--- src/rtl/wp_guard_pkg.sv ---
package wp_guard_pkg;

  typedef enum logic [2:0] {
    SEQ_IDLE,
    SEQ_S1,
    SEQ_S2,
    SEQ_L3,
    SEQ_L4,
    SEQ_L5
  } seq_state_t;

  localparam logic [7:0] CODE_LEAD = 8'hAA;
  localparam logic [7:0] CODE_ECHO = 8'h55;
  localparam logic [7:0] CODE_SET  = 8'hA0;
  localparam logic [7:0] CODE_EXT  = 8'h80;
  localparam logic [7:0] CODE_CLR  = 8'h20;
  localparam logic [7:0] CODE_WIPE = 8'h10;

  // A load equals one pattern step when both the compared address and the data agree
  function automatic logic step_is(input logic [31:0] addr, input logic [7:0] data,
                                   input logic [31:0] want_addr, input logic [7:0] want_data);
    return (addr == want_addr) && (data == want_data);
  endfunction

  // Next value of a down-counter that reloads on start
  function automatic logic [31:0] count_next(input logic start, input logic [31:0] cur,
                                             input logic [31:0] reload);
    if (start) return reload;
    if (cur != 32'd0) return cur - 32'd1;
    return 32'd0;
  endfunction

endpackage

--- src/rtl/wp_seq_matcher.sv ---
module wp_seq_matcher
  import wp_guard_pkg::*;
#(
  parameter int CMD_AW = 15,
  parameter logic [CMD_AW-1:0] ADDR_A = 15'h5555,
  parameter logic [CMD_AW-1:0] ADDR_B = 15'h2AAA
) (
  input  logic              clk,
  input  logic              rst_n,
  input  logic              step_en,
  input  logic              clr,
  input  logic [CMD_AW-1:0] addr,
  input  logic [7:0]        data,
  output logic              cmd_hit,
  output logic              done_set,
  output logic              done_clr,
  output logic              done_wipe
);

  seq_state_t st, st_nxt;
  logic is_lead, is_echo, is_set, is_ext, is_clr, is_wipe;
  logic hit;

  always_comb begin
    is_lead = step_is(32'(addr), data, 32'(ADDR_A), CODE_LEAD);
    is_echo = step_is(32'(addr), data, 32'(ADDR_B), CODE_ECHO);
    is_set  = step_is(32'(addr), data, 32'(ADDR_A), CODE_SET);
    is_ext  = step_is(32'(addr), data, 32'(ADDR_A), CODE_EXT);
    is_clr  = step_is(32'(addr), data, 32'(ADDR_A), CODE_CLR);
    is_wipe = step_is(32'(addr), data, 32'(ADDR_A), CODE_WIPE);
  end

  always_comb begin
    st_nxt    = SEQ_IDLE;
    hit       = 1'b0;
    done_set  = 1'b0;
    done_clr  = 1'b0;
    done_wipe = 1'b0;
    case (st)
      SEQ_IDLE: if (is_lead) begin hit = 1'b1; st_nxt = SEQ_S1; end
      SEQ_S1:   if (is_echo) begin hit = 1'b1; st_nxt = SEQ_S2; end
      SEQ_S2: begin
        if (is_set) begin
          hit = 1'b1;
          done_set = step_en;
        end else if (is_ext) begin
          hit = 1'b1;
          st_nxt = SEQ_L3;
        end
      end
      SEQ_L3:   if (is_lead) begin hit = 1'b1; st_nxt = SEQ_L4; end
      SEQ_L4:   if (is_echo) begin hit = 1'b1; st_nxt = SEQ_L5; end
      SEQ_L5: begin
        if (is_clr) begin
          hit = 1'b1;
          done_clr = step_en;
        end else if (is_wipe) begin
          hit = 1'b1;
          done_wipe = step_en;
        end
      end
      default: st_nxt = SEQ_IDLE;
    endcase
    cmd_hit = hit && step_en;
  end

  always_ff @(posedge clk) begin
    if (!rst_n)       st <= SEQ_IDLE;
    else if (clr)     st <= SEQ_IDLE;
    else if (step_en) st <= st_nxt;
  end

endmodule

--- src/rtl/wp_load_window.sv ---
module wp_load_window
  import wp_guard_pkg::*;
#(
  parameter int LOAD_WIN = 16
) (
  input  logic clk,
  input  logic rst_n,
  input  logic load,
  input  logic kill,
  output logic open_o,
  output logic expire
);

  localparam int CW = $clog2(LOAD_WIN + 1);

  logic [CW-1:0] cnt;
  logic [31:0]   cnt_wide;

  assign expire   = open_o && (cnt == '0) && !load;
  assign cnt_wide = count_next(load, 32'(cnt), 32'(LOAD_WIN - 1));

  always_ff @(posedge clk) begin
    if (!rst_n) begin
      open_o <= 1'b0;
      cnt    <= '0;
    end else if (kill) begin
      open_o <= 1'b0;
      cnt    <= '0;
    end else if (load) begin
      open_o <= 1'b1;
      cnt    <= cnt_wide[CW-1:0];
    end else if (expire) begin
      open_o <= 1'b0;
    end else if (open_o) begin
      cnt    <= cnt_wide[CW-1:0];
    end
  end

endmodule

--- src/rtl/wp_countdown.sv ---
module wp_countdown
  import wp_guard_pkg::*;
#(
  parameter int CYCLES = 20
) (
  input  logic clk,
  input  logic rst_n,
  input  logic start,
  input  logic cancel,
  output logic busy,
  output logic fin
);

  localparam int CW = (CYCLES > 1) ? $clog2(CYCLES) : 1;

  logic [CW-1:0] cnt;
  logic [31:0]   cnt_wide;

  assign fin      = busy && (cnt == '0) && !cancel;
  assign cnt_wide = count_next(start, 32'(cnt), 32'(CYCLES - 1));

  always_ff @(posedge clk) begin
    if (!rst_n) begin
      busy <= 1'b0;
      cnt  <= '0;
    end else if (cancel) begin
      busy <= 1'b0;
      cnt  <= '0;
    end else if (start) begin
      busy <= 1'b1;
      cnt  <= cnt_wide[CW-1:0];
    end else if (fin) begin
      busy <= 1'b0;
    end else if (busy) begin
      cnt  <= cnt_wide[CW-1:0];
    end
  end

endmodule

--- src/rtl/wp_cmd_guard.sv ---
module wp_cmd_guard
  import wp_guard_pkg::*;
#(
  parameter int AW        = 17,
  parameter int CMD_AW    = 15,
  parameter logic [CMD_AW-1:0] ADDR_A = 15'h5555,
  parameter logic [CMD_AW-1:0] ADDR_B = 15'h2AAA,
  parameter int LOAD_WIN  = 16,
  parameter int WC_CYC    = 20,
  parameter int ERASE_CYC = 40
) (
  input  logic          clk,
  input  logic          rst_n,
  input  logic          load_valid,
  input  logic [AW-1:0] load_addr,
  input  logic [7:0]    load_data,
  output logic          protect_on,
  output logic          store_en,
  output logic [AW-1:0] store_addr,
  output logic [7:0]    store_data,
  output logic          erase_start,
  output logic          erase_busy
);

  // named internal events
  logic accept;
  logic scan_en;
  logic cmd_byte;
  logic done_set, done_clr, done_wipe;
  logic page_open, page_close;
  logic unlocked;
  logic arm_pend, arm_go, arm_busy, arm_fin;
  logic erase_fin;
  logic store_ok;

  assign accept   = load_valid && !erase_busy;
  assign scan_en  = accept && !unlocked;

  wp_seq_matcher #(
    .CMD_AW (CMD_AW),
    .ADDR_A (ADDR_A),
    .ADDR_B (ADDR_B)
  ) u_match (
    .clk       (clk),
    .rst_n     (rst_n),
    .step_en   (scan_en),
    .clr       (page_close),
    .addr      (load_addr[CMD_AW-1:0]),
    .data      (load_data),
    .cmd_hit   (cmd_byte),
    .done_set  (done_set),
    .done_clr  (done_clr),
    .done_wipe (done_wipe)
  );

  wp_load_window #(
    .LOAD_WIN (LOAD_WIN)
  ) u_window (
    .clk    (clk),
    .rst_n  (rst_n),
    .load   (accept),
    .kill   (done_wipe),
    .open_o (page_open),
    .expire (page_close)
  );

  assign arm_go = page_close && arm_pend;

  wp_countdown #(
    .CYCLES (WC_CYC)
  ) u_arm (
    .clk    (clk),
    .rst_n  (rst_n),
    .start  (arm_go),
    .cancel (done_clr),
    .busy   (arm_busy),
    .fin    (arm_fin)
  );

  wp_countdown #(
    .CYCLES (ERASE_CYC)
  ) u_erase (
    .clk    (clk),
    .rst_n  (rst_n),
    .start  (done_wipe),
    .cancel (1'b0),
    .busy   (erase_busy),
    .fin    (erase_fin)
  );

  assign store_ok = accept && !cmd_byte && (!protect_on || unlocked);

  always_ff @(posedge clk) begin
    if (!rst_n) begin
      unlocked <= 1'b0;
      arm_pend <= 1'b0;
      protect_on <= 1'b0;
    end else begin
      if (page_close || done_wipe) unlocked <= 1'b0;
      else if (done_set)           unlocked <= 1'b1;

      if (done_clr)                     arm_pend <= 1'b0;
      else if (done_set && !protect_on) arm_pend <= 1'b1;
      else if (page_close)              arm_pend <= 1'b0;

      if (done_clr)     protect_on <= 1'b0;
      else if (arm_fin) protect_on <= 1'b1;
    end
  end

  always_ff @(posedge clk) begin
    if (!rst_n) begin
      store_en    <= 1'b0;
      store_addr  <= '0;
      store_data  <= '0;
      erase_start <= 1'b0;
    end else begin
      store_en    <= store_ok;
      erase_start <= done_wipe;
      if (store_ok) begin
        store_addr <= load_addr;
        store_data <= load_data;
      end
    end
  end

endmodule

--- config.mk ---
export PLATFORM = sky130hd
export DESIGN_NAME = wp_cmd_guard
export DESIGN_NICKNAME = d
export VERILOG_FILES = /design/src/rtl/wp_guard_pkg.sv /design/src/rtl/wp_seq_matcher.sv /design/src/rtl/wp_load_window.sv /design/src/rtl/wp_countdown.sv /design/src/rtl/wp_cmd_guard.sv
export SDC_FILE = /design/constraint.sdc
export NUM_CORES = 1
export LEC_CHECK = 0
export ABC_AREA = 0
export BUFFER_PORTS_ARGS = -buffer_cell sky130_fd_sc_hd__clkbuf_2
export CORE_ASPECT_RATIO = 0.5
export CORE_MARGIN = 10
export CORE_UTILIZATION = 35
export CTS_CLUSTER_DIAMETER = 120
export CTS_CLUSTER_SIZE = 25
export DETAILED_ROUTE_END_ITERATION = 10
export PLACE_DENSITY = 0.65
export SETUP_SLACK_MARGIN = 0.4
export SYNTH_ARGS = -nofsm -noshare
export SYNTH_HDL_FRONTEND = slang
export SYNTH_SLANG_ARGS = --single-unit
export TNS_END_PERCENT = 50
--- constraint.sdc ---
create_clock -name clk -period 2.2 [get_ports clk]
set_input_delay 0.22 -clock clk [delete_from_list [all_inputs] [get_ports clk]]
set_output_delay 0.22 -clock clk [all_outputs]
set_load 0.005 [all_outputs]
==> impl_metrics.ini, run 1 <==
[status]
outcome = finished clean

[sta]
maxSlewHeadroom = 0.7198
setup_viol_count_final = 0
fin_skew_ps = 6.295
grt_setup_unrepaired = yes
drv_slew = 0
max_clock_freq_mhz = 553.0
hold_viol = 0
setup_tns_ps = 0
period_minus_slack_ps = 1808
worst_slack_ps = 391.7
tightestPinTransition_ps = 417.5
post-route-period-util = 0.8220

[route]
dr.first_iter.drc_count = 176
highest_layer = met4
drtPass1Iterations = 6
drc = 0
final_antenna_net_count = 0
route.final.wire_length_microns = 6879
via_per_inst = 5.347
vias = 2299
wl_met1_microns = 2932
dr_wl_met3_microns = 429
post_drt_wl_per_cell_microns = 16.00
wl_met2_microns = 3443

[floorplan]
die_area_sq_um = 10740
io_pins = 57
fp.dieW_microns = 136.9
fp.coreArea_sq_um = 6648
start_util = 0.3599
row_count = 21
fp.dieH_microns = 78.46

[worst_setup_path]
cp-end-kind = flop
cp-start-kind = flop
r2r_end = store_data[1]
critPathLaunch = u_match.st[0]
cp_max_fo = 6
required_ps = 2380
r2r_slack_ps = 390
worstPathArrival_ps = 1990
worstSetupEndpoint = store_data[1]
r2r_cells = 5
timing.rr.start = u_match.st[0]
critPathKind = flop to flop

[power_and_ir_drop]
power.leakage_uw = 0.001317
power.density_nw_per_um2 = 633.2
ir_drop_v = 0.0002873

[placed_design]
placed_area_sq_um = 2816
dp.final_hpwl_microns = 4918
gp_congestion = 0.8871
io_buffers = 56
place_ws_ps = 87.54

[final_layout]
final_cell_mix = clkbuf_2 (57), dfxtp_1 (49), a21oi_1 (24)
syn_to_final_growth_pct = 34.57
fill_cells = 612
num_antenna_cells = 0
layout-drive-gt1-share = 0.3373
final_design_area_no_fill_sq_um = 3219
final_common_cell = clkbuf_2
final_nets = 368

[clocking]
cts_buffers = 5
cts-root-buf = clkbuf_16
cts_tree = yes
clk_latency_ps = 290
clock_path_buffers = 2
cts_max_level = 2
clk_pin_slew_ps = 70
numClockSinks = 52

[logic_synthesis]
synth_edf_count = 0
synth_area_sq_um = 2392
async_flop_share = 0
syn_inst = 258
synth_seq_area_share = 0.4351
yosysWarnings = 0
ys.flop_type = dfxtp_1
ys_ff_latch = 52
synth.net_count = 289
synth.distinct_cells = 51
synth.avg_cell_area_sq_um = 9.272

[global_route]
grt_overflow = 0
antenna_found_initial = 0
grt_pass1_wl_microns = 10900
grt_usage = 0.1196
grt_pass1_vias = 2318
grt_max_degree = 18

[flow_run]
maxCapViolations = 0

[min_path]
min_path_type = input port to flop
[worst min-delay path by stage]
stage / start / to / slack (ps) / cells past startpoint
floorplan: load_addr[0] / store_addr[0] / 350 / 1
global placement: arm_pend / arm_pend / 440 / 2
detailed placement: arm_pend / arm_pend / 450 / 2
CTS: load_addr[15] / store_addr[15] / 160 / 3
global route: load_addr[15] / store_addr[15] / 180 / 3
finish: load_addr[15] / store_addr[15] / 160 / 3
[state kept, by name (all words and copies together), names as in the netlist]
| signal | cells |
|---|---|
| u_erase.busy | 1 |
| arm_pend | 1 |
| u_arm.busy | 1 |
| u_erase.cnt | 6 |
| erase_start | 1 |
| unlocked | 1 |
| store_en | 1 |
| u_match.st | 3 |
| store_data | 8 |
| u_arm.cnt | 5 |
| protect_on | 1 |
| u_window.cnt | 5 |
| store_addr | 17 |
| u_window.open_o | 1 |
[synthesized netlist by cell type (all sizes together) (3+ instances only)]
master | n | area (sq um)
nor3 | 8 | 40.04
nand2b | 4 | 25.02
nand3b | 3 | 22.52
nor4b | 4 | 35.03
nor3b | 6 | 50.05
nor2 | 18 | 67.56
nand2 | 20 | 75.07
nand3 | 8 | 40.04
o31ai | 3 | 22.52
dfxtp | 52 | 1041
and4bb | 3 | 37.54
or3 | 3 | 18.77
nor4 | 5 | 31.28
a22o | 21 | 185.2
clkbuf | 3 | 11.26
nand4 | 4 | 25.02
o21ai | 3 | 15.01
mux2i | 3 | 30.03
a21oi | 25 | 125.1
or3b | 3 | 28.78
inv | 12 | 45.04
nor4bb | 3 | 30.03
ha | 3 | 37.54
buf | 6 | 47.54
xor2 | 5 | 43.79
xnor2 | 7 | 61.31
[kinds of logic after synthesis]
group,count (synthesis),synth area share
simple gates,102,0.2521
compound gates,65,0.1972
flops,52,0.4351
buf+inv,21,0.04341
xor+xnor,12,0.04393
mux,3,0.01255
fa+ha+maj,3,0.01569
[per-stage QoR]
stage               total power (uW)  std cells  utilization  hold WS [ps]
floorplan                       1147        258            -         345.5
global placement                1244        405       0.4237         444.2
detailed placement              1252        405       0.4237         452.6
CTS                             2032        422       0.4647         159.4
global route                    2112        430       0.4843         183.0
finish                          2038        430       0.4843         156.6
[metal layers]
metal  global-route usage  up-vias
met3              0.03240        8
li1                     -     1129
met5                    0        -
met2               0.2175       65
met1               0.1363     1097
met4              0.02824        0
[cell type report]
class,instances,area [sq um],area share
Multi-Input combinational cell,186,1385,0.4302
Sequential cell,52,1050,0.3261
Timing Repair Buffer,80,474.2,0.1473
Clock buffer,7,142.6,0.04431
Tap cell,92,115.1,0.03576
Inverter,12,45.04,0.01399
Clock inverter,1,7.507,0.002332
[where the power goes]
part | internal [uW] | switching (uW) | total, uW | leakage [uW]
Sequential | 980 | 26.0 | 1010 | 0.000428
Clock | 453 | 327 | 780 | 0.0000701
Combinational | 120 | 133 | 253 | 0.000819
Total | 1550 | 486 | 2040 | 0.00132
[timing repair]
item	in CTS	in global routing
hold endpoints to repair	0	0
hold buffers	0	0
gates resized for setup	13	12
pin swaps	6	8
buffers inserted	8	8
gates cloned	1	0
setup endpoints to repair	37	42
[worst max-delay path: stages (launching register included)]
cell     delay (ps)
dfxtp_4         400
and2_0          130
nand4_1         180
or3b_4          470
a41o_4          310
a22o_2          210
No activity file was read; power rests on OpenSTA's default activity.
==> inputs of run 2 (changes only) <==
clock period = 1.85 ns   (was 2.2 ns; I/O delays follow)
==> run 2 against run 1 <==
  * The flow now finishes with violations (negative setup slack)
  * Register-to-register slack got worse by 420 ps
  * Setup slack got worse by 420 ps
  * Core utilization increased by 5.2 points
  * Combinational power increased by 46%
  * Sequential power increased by 19%
  * Routed wire length increased by 8.1%
  * Clock power increased by 19%
  * Via count increased by 4.5%
  * Power increased by 22%
  * Die area unchanged
  * Critical endpoint is now store_addr[11]
  * Largest cell class unchanged
==> impl_metrics.ini, run 2 (synthesis results as in run 1) <==
[status]
outcome = complete, but fails checks
violations = negative setup slack

[clocking]
clock_path_buffers = 2
cts_max_level = 2
cts_tree = yes
numClockSinks = 52
clk_latency_ps = 280
cts-root-buf = clkbuf_16
cts_buffers = 5
holdBufCountCts = 0
clk_pin_slew_ps = 70

[sta]
setup_tns_ps = -205.7
tightestPinTransition_ps = 404.4
worst_slack_ps = -24.62
maxSlewHeadroom = 0.7286
drv_slew = 0
post-route-period-util = 1.013
max_clock_freq_mhz = 533.4
fin_skew_ps = 2.716
hold_viol = 0
hold_slack_ps = 135.4
setup_viol_count_final = 15
grt_setup_unrepaired = yes
period_minus_slack_ps = 1875

[final_layout]
final_common_cell = clkbuf_2
largest_reg_flops = 17
top_regs = store_addr x17, store_data x8, u_erase.cnt x6
fill_cells = 586
final_nets = 393
fin_cells = 455
fin_util = 0.5360
syn_to_final_growth_pct = 48.95
layout-drive-gt1-share = 0.4463
final_cell_mix = clkbuf_2 (56), dfxtp_1 (49), buf_4 (43)
num_antenna_cells = 0
regMostFlops = store_addr

[global_route]
grt_overflow = 0
grt_pass1_vias = 2426
grt_pass1_wl_microns = 11760
grt_usage = 0.1299
antenna_found_initial = 0
grt_max_degree = 16

[route]
via_per_inst = 5.279
dr.first_iter.drc_count = 135
final_antenna_net_count = 0
vias = 2402
drc = 0
route.final.wire_length_microns = 7434
drtPass1Iterations = 4
post_drt_wl_per_cell_microns = 16.34

[worst_setup_path]
r2r_cells = 8
r2r_slack_ps = -20
critPathKind = flop to flop
worstPathArrival_ps = 2110
cp-start-kind = flop
cp_slowest_stage_delay_ps = 380
required_ps = 2080
r2r_end = store_addr[11]
cp_slowest_cell = o31a_1
timing.rr.start = u_match.st[1]
cp_max_fo = 5
cp-end-kind = flop
path_cells = nor4b_4, nand4_1, o31a_1, buf_4, a31oi_4, buf_6, clkbuf_16, a22o_1

[power_and_ir_drop]
power.leakage_uw = 0.001481
ir_drop_v = 0.0004279
power.density_nw_per_um2 = 700.6

[floorplan]
io_pins = 57
fp.coreArea_sq_um = 6648
fp.dieW_microns = 136.9
row_count = 21
die_area_sq_um = 10740
start_util = 0.3599
fp.dieH_microns = 78.46

[min_path]
hold_path_end = store_addr[16]
holdPathStages = 3
min_path_type = input port to flop
hold_start = load_addr[16]

[placed_design]
place_ws_ps = -214.8
io_buffers = 56
dp.final_hpwl_microns = 5625
gp_congestion = 0.8863
dp.cells = 440

[flow_run]
maxCapViolations = 0
run 2: area by class of cell:
class                           instances  area, sq um  area share
Tap cell                               92        115.1     0.03230
Timing Repair Buffer                  106        720.7      0.2022
Inverter                               12        45.04     0.01264
Clock inverter                          1        7.507    0.002107
Multi-Input combinational cell        185         1483      0.4161
Sequential cell                        52         1050      0.2946
Clock buffer                            7        142.6     0.04003
run 2: critical path: cells and delay by family (launching register included):
kind	cells	cell delay, ps
DFF	1	370
and+or+nand+nor	2	370
buffers and inverters	3	430
AOI/OAI and AO/OA	3	650
run 2: how the worst max path moves through the flow:
stage | start | endpoint
after floorplan | u_match.st[1] | store_addr[0]
after global placement | load_addr[5] | store_data[5]
after detailed placement | load_addr[10] | store_addr[6]
after CTS | u_match.st[0] | store_addr[1]
after global routing | u_match.st[1] | store_addr[3]
final | u_match.st[1] | store_addr[11]
run 2: power breakdown:
group          leakage (uW)  internal, uW  total [uW]  switching, uW
clock network     0.0000701           539         930            391
logic              0.000983           190         370            180
registers          0.000428          1160        1200           31.7
run 2: through the flow:
stage / area [sq um] / power, uW
after floorplan: 2467 / 1376
after global placement: 3123 / 1539
after detailed placement: 3123 / 1551
after CTS: 3398 / 2500
after global routing: 3563 / 2603
final: 3563 / 2496
run 2: repair_timing:
action,CTS,global route
endpoints found under the setup margin,51,52
pin swaps,10,28
setup buffers,2,3
resized for setup,18,25
gates cloned,1,1
run 2: per-layer routing:
layer | track usage | wire length, microns
met2 | 0.2366 | 3723
met3 | 0.03113 | 475
met1 | 0.1500 | 3159
met4 | 0.03138 | 76
met5 | 0 | 0
==> inputs of run 3 (changes only) <==
PLACE_DENSITY = 0.64   (was 0.65)
SYNTH_HIERARCHICAL = 1   (was default)
==> run 3 against run 2 <==
  * The flow still finishes with violations (negative setup slack)
  * Register-to-register slack lost 260 ps
  * Largest cell class unchanged
  * Clock-buffer cell count decreased by 2
  * Fmax decreased by 12%
==> impl_metrics.ini, run 3 <==
[sta]
drv_slew = 0
grt_setup_unrepaired = yes
hold_viol = 0
max_clock_freq_mhz = 468.9
post-route-period-util = 1.153
worst_slack_ps = -282.6
setup_viol_count_final = 30
setup_tns_ps = -6732
fin_skew_ps = 6.237
period_minus_slack_ps = 2133

[final_layout]
top_regs = store_addr x17, store_data x8, u_erase/cnt x6
layout-drive-gt1-share = 0.3643
final_nets = 443
syn_to_final_growth_pct = 37.17
regMostFlops = store_addr
fin_util = 0.5002
fill_cells = 707
final_common_cell = nand2_1
num_antenna_cells = 0
largest_reg_flops = 17
final_cell_mix = nand2_1 (61), clkbuf_2 (56), dfxtp_1 (49)
multi_input_area_sq_um = 1643
layout.area.seq_sq_um = 1045

[worst_setup_path]
cp-start-kind = flop
cp_slowest_stage_delay_ps = 440
required_ps = 2060
cp_max_fo = 5
r2r_cells = 9
cp_slowest_cell = a222oi_1
r2r_slack_ps = -280
r2r_end = store_addr[3]
critPathLaunch = u_match/st[1]
timing.rr.start = u_match/st[1]
cp-end-kind = flop
critPathKind = flop to flop
path_cells = and4bb_1, nand2_1, o32ai_2, a222oi_1, o221ai_2, nor3_4, buf_6, clkbuf_16, mux2i_1
worstSetupEndpoint = store_addr[3]
worstPathArrival_ps = 2340

[flow_run]
maxCapViolations = 0

[clocking]
cts_max_level = 2
cts_buffers = 5
clk_pin_slew_ps = 60
clk_latency_ps = 290
clock_path_buffers = 2
cts-root-buf = clkbuf_16
cts_tree = yes
numClockSinks = 52

[logic_synthesis]
syn_inst = 306
yosysWarnings = 6
synth_area_sq_um = 2710
synth.avg_cell_area_sq_um = 8.857

[route]
drtPass1Iterations = 4
post_drt_wl_per_cell_microns = 13.76
via_per_inst = 5.014
route.final.wire_length_microns = 6949
drc = 0
final_antenna_net_count = 0
dr.first_iter.drc_count = 215
vias = 2532

[global_route]
grt_usage = 0.1179
grt_max_degree = 33
grt_overflow = 0
grt_pass1_vias = 2415
grt_pass1_wl_microns = 11560
antenna_found_initial = 0

[floorplan]
die_area_sq_um = 11880
start_util = 0.3646
fp.coreArea_sq_um = 7432
row_count = 22
fp.dieW_microns = 144.4
fp.dieH_microns = 82.22
io_pins = 57

[power_and_ir_drop]
p_switching_uw = 576.3
power.leakage_uw = 0.001625
power_frac_clock = 0.351
p_int_uw = 1840
pwr-share-seq = 0.497
power.density_nw_per_um2 = 649.9
swShare = 0.2385
pwr-share-comb = 0.152
ir_drop_v = 0.0003571

[min_path]
min_path_type = input port to flop
hold_start = load_addr[15]

[placed_design]
io_buffers = 56
place_ws_ps = -292.1
gp_congestion = 0.8339
dp.final_hpwl_microns = 5157

[status]
outcome = complete, but fails checks
violations = negative setup slack
## run 3: area by class of cell
class,count,area share
multi-input combinational,232,0.4419
inverter,13,0.01313
timing repair buffer,107,0.1979
tap,96,0.03231
clock buffer,5,0.03366
sequential,52,0.2810
## run 3: worst max-delay path: cells and delay by family (launching register included)
kind,cells,cell delay [ps]
AND/OR/NAND/NOR,3,510
AO/OA/AOI/OAI,3,700
buffers and inverters,2,320
multiplexers,1,180
flip-flops,1,340
## run 3: what timing repair did
| item | 4_1_cts | 5_1_grt |
|---|---|---|
| hold buffers | 0 | 0 |
| pin swaps | 3 | 2 |
| buffers inserted | 3 | 0 |
| endpoints found under the setup margin | 52 | 52 |
| cloned | 1 | 1 |
| resized for setup | 9 | 15 |
## run 3: how the worst min path moves through the flow
stage	to	slack [ps]	cells past startpoint
2_1_floorplan	store_addr[0]	330	2
3_3_place_gp	store_addr[16]	420	3
3_5_place_dp	store_addr[15]	430	3
4_1_cts	store_addr[15]	130	3
5_1_grt	store_addr[15]	150	3
6_report	store_addr[15]	130	3
## run 3: layer usage
layer,up-vias,track usage,share of wire,wire length (microns)
met4,0,0.04910,0.016,109
li1,1297,-,-,-
met1,1176,0.1494,0.48,3361
met2,51,0.1900,0.45,3157
met5,-,0,0,0
met3,8,0.02961,0.046,321
## run 3: metrics by stage
step	area (sq um)	total power [uW]	hold WS [ps]	cells
after floorplan	2740	1386	327.1	308
after detailed placement	3420	1554	432.3	495
after global placement	3420	1552	422.4	495
final	3717	2416	129.6	505
after global routing	3717	2532	145.3	505
after CTS	3632	2430	128.4	504
## run 3: power by group through the flow
| stage | logic (uW) | clock network, uW | registers (uW) |
|---|---|---|---|
| after floorplan | 164 | 0 | 1220 |
| after global placement | 330 | 0 | 1220 |
| after detailed placement | 332 | 0 | 1220 |
| after CTS | 354 | 876 | 1200 |
| after global routing | 404 | 921 | 1210 |
| final | 366 | 848 | 1200 |
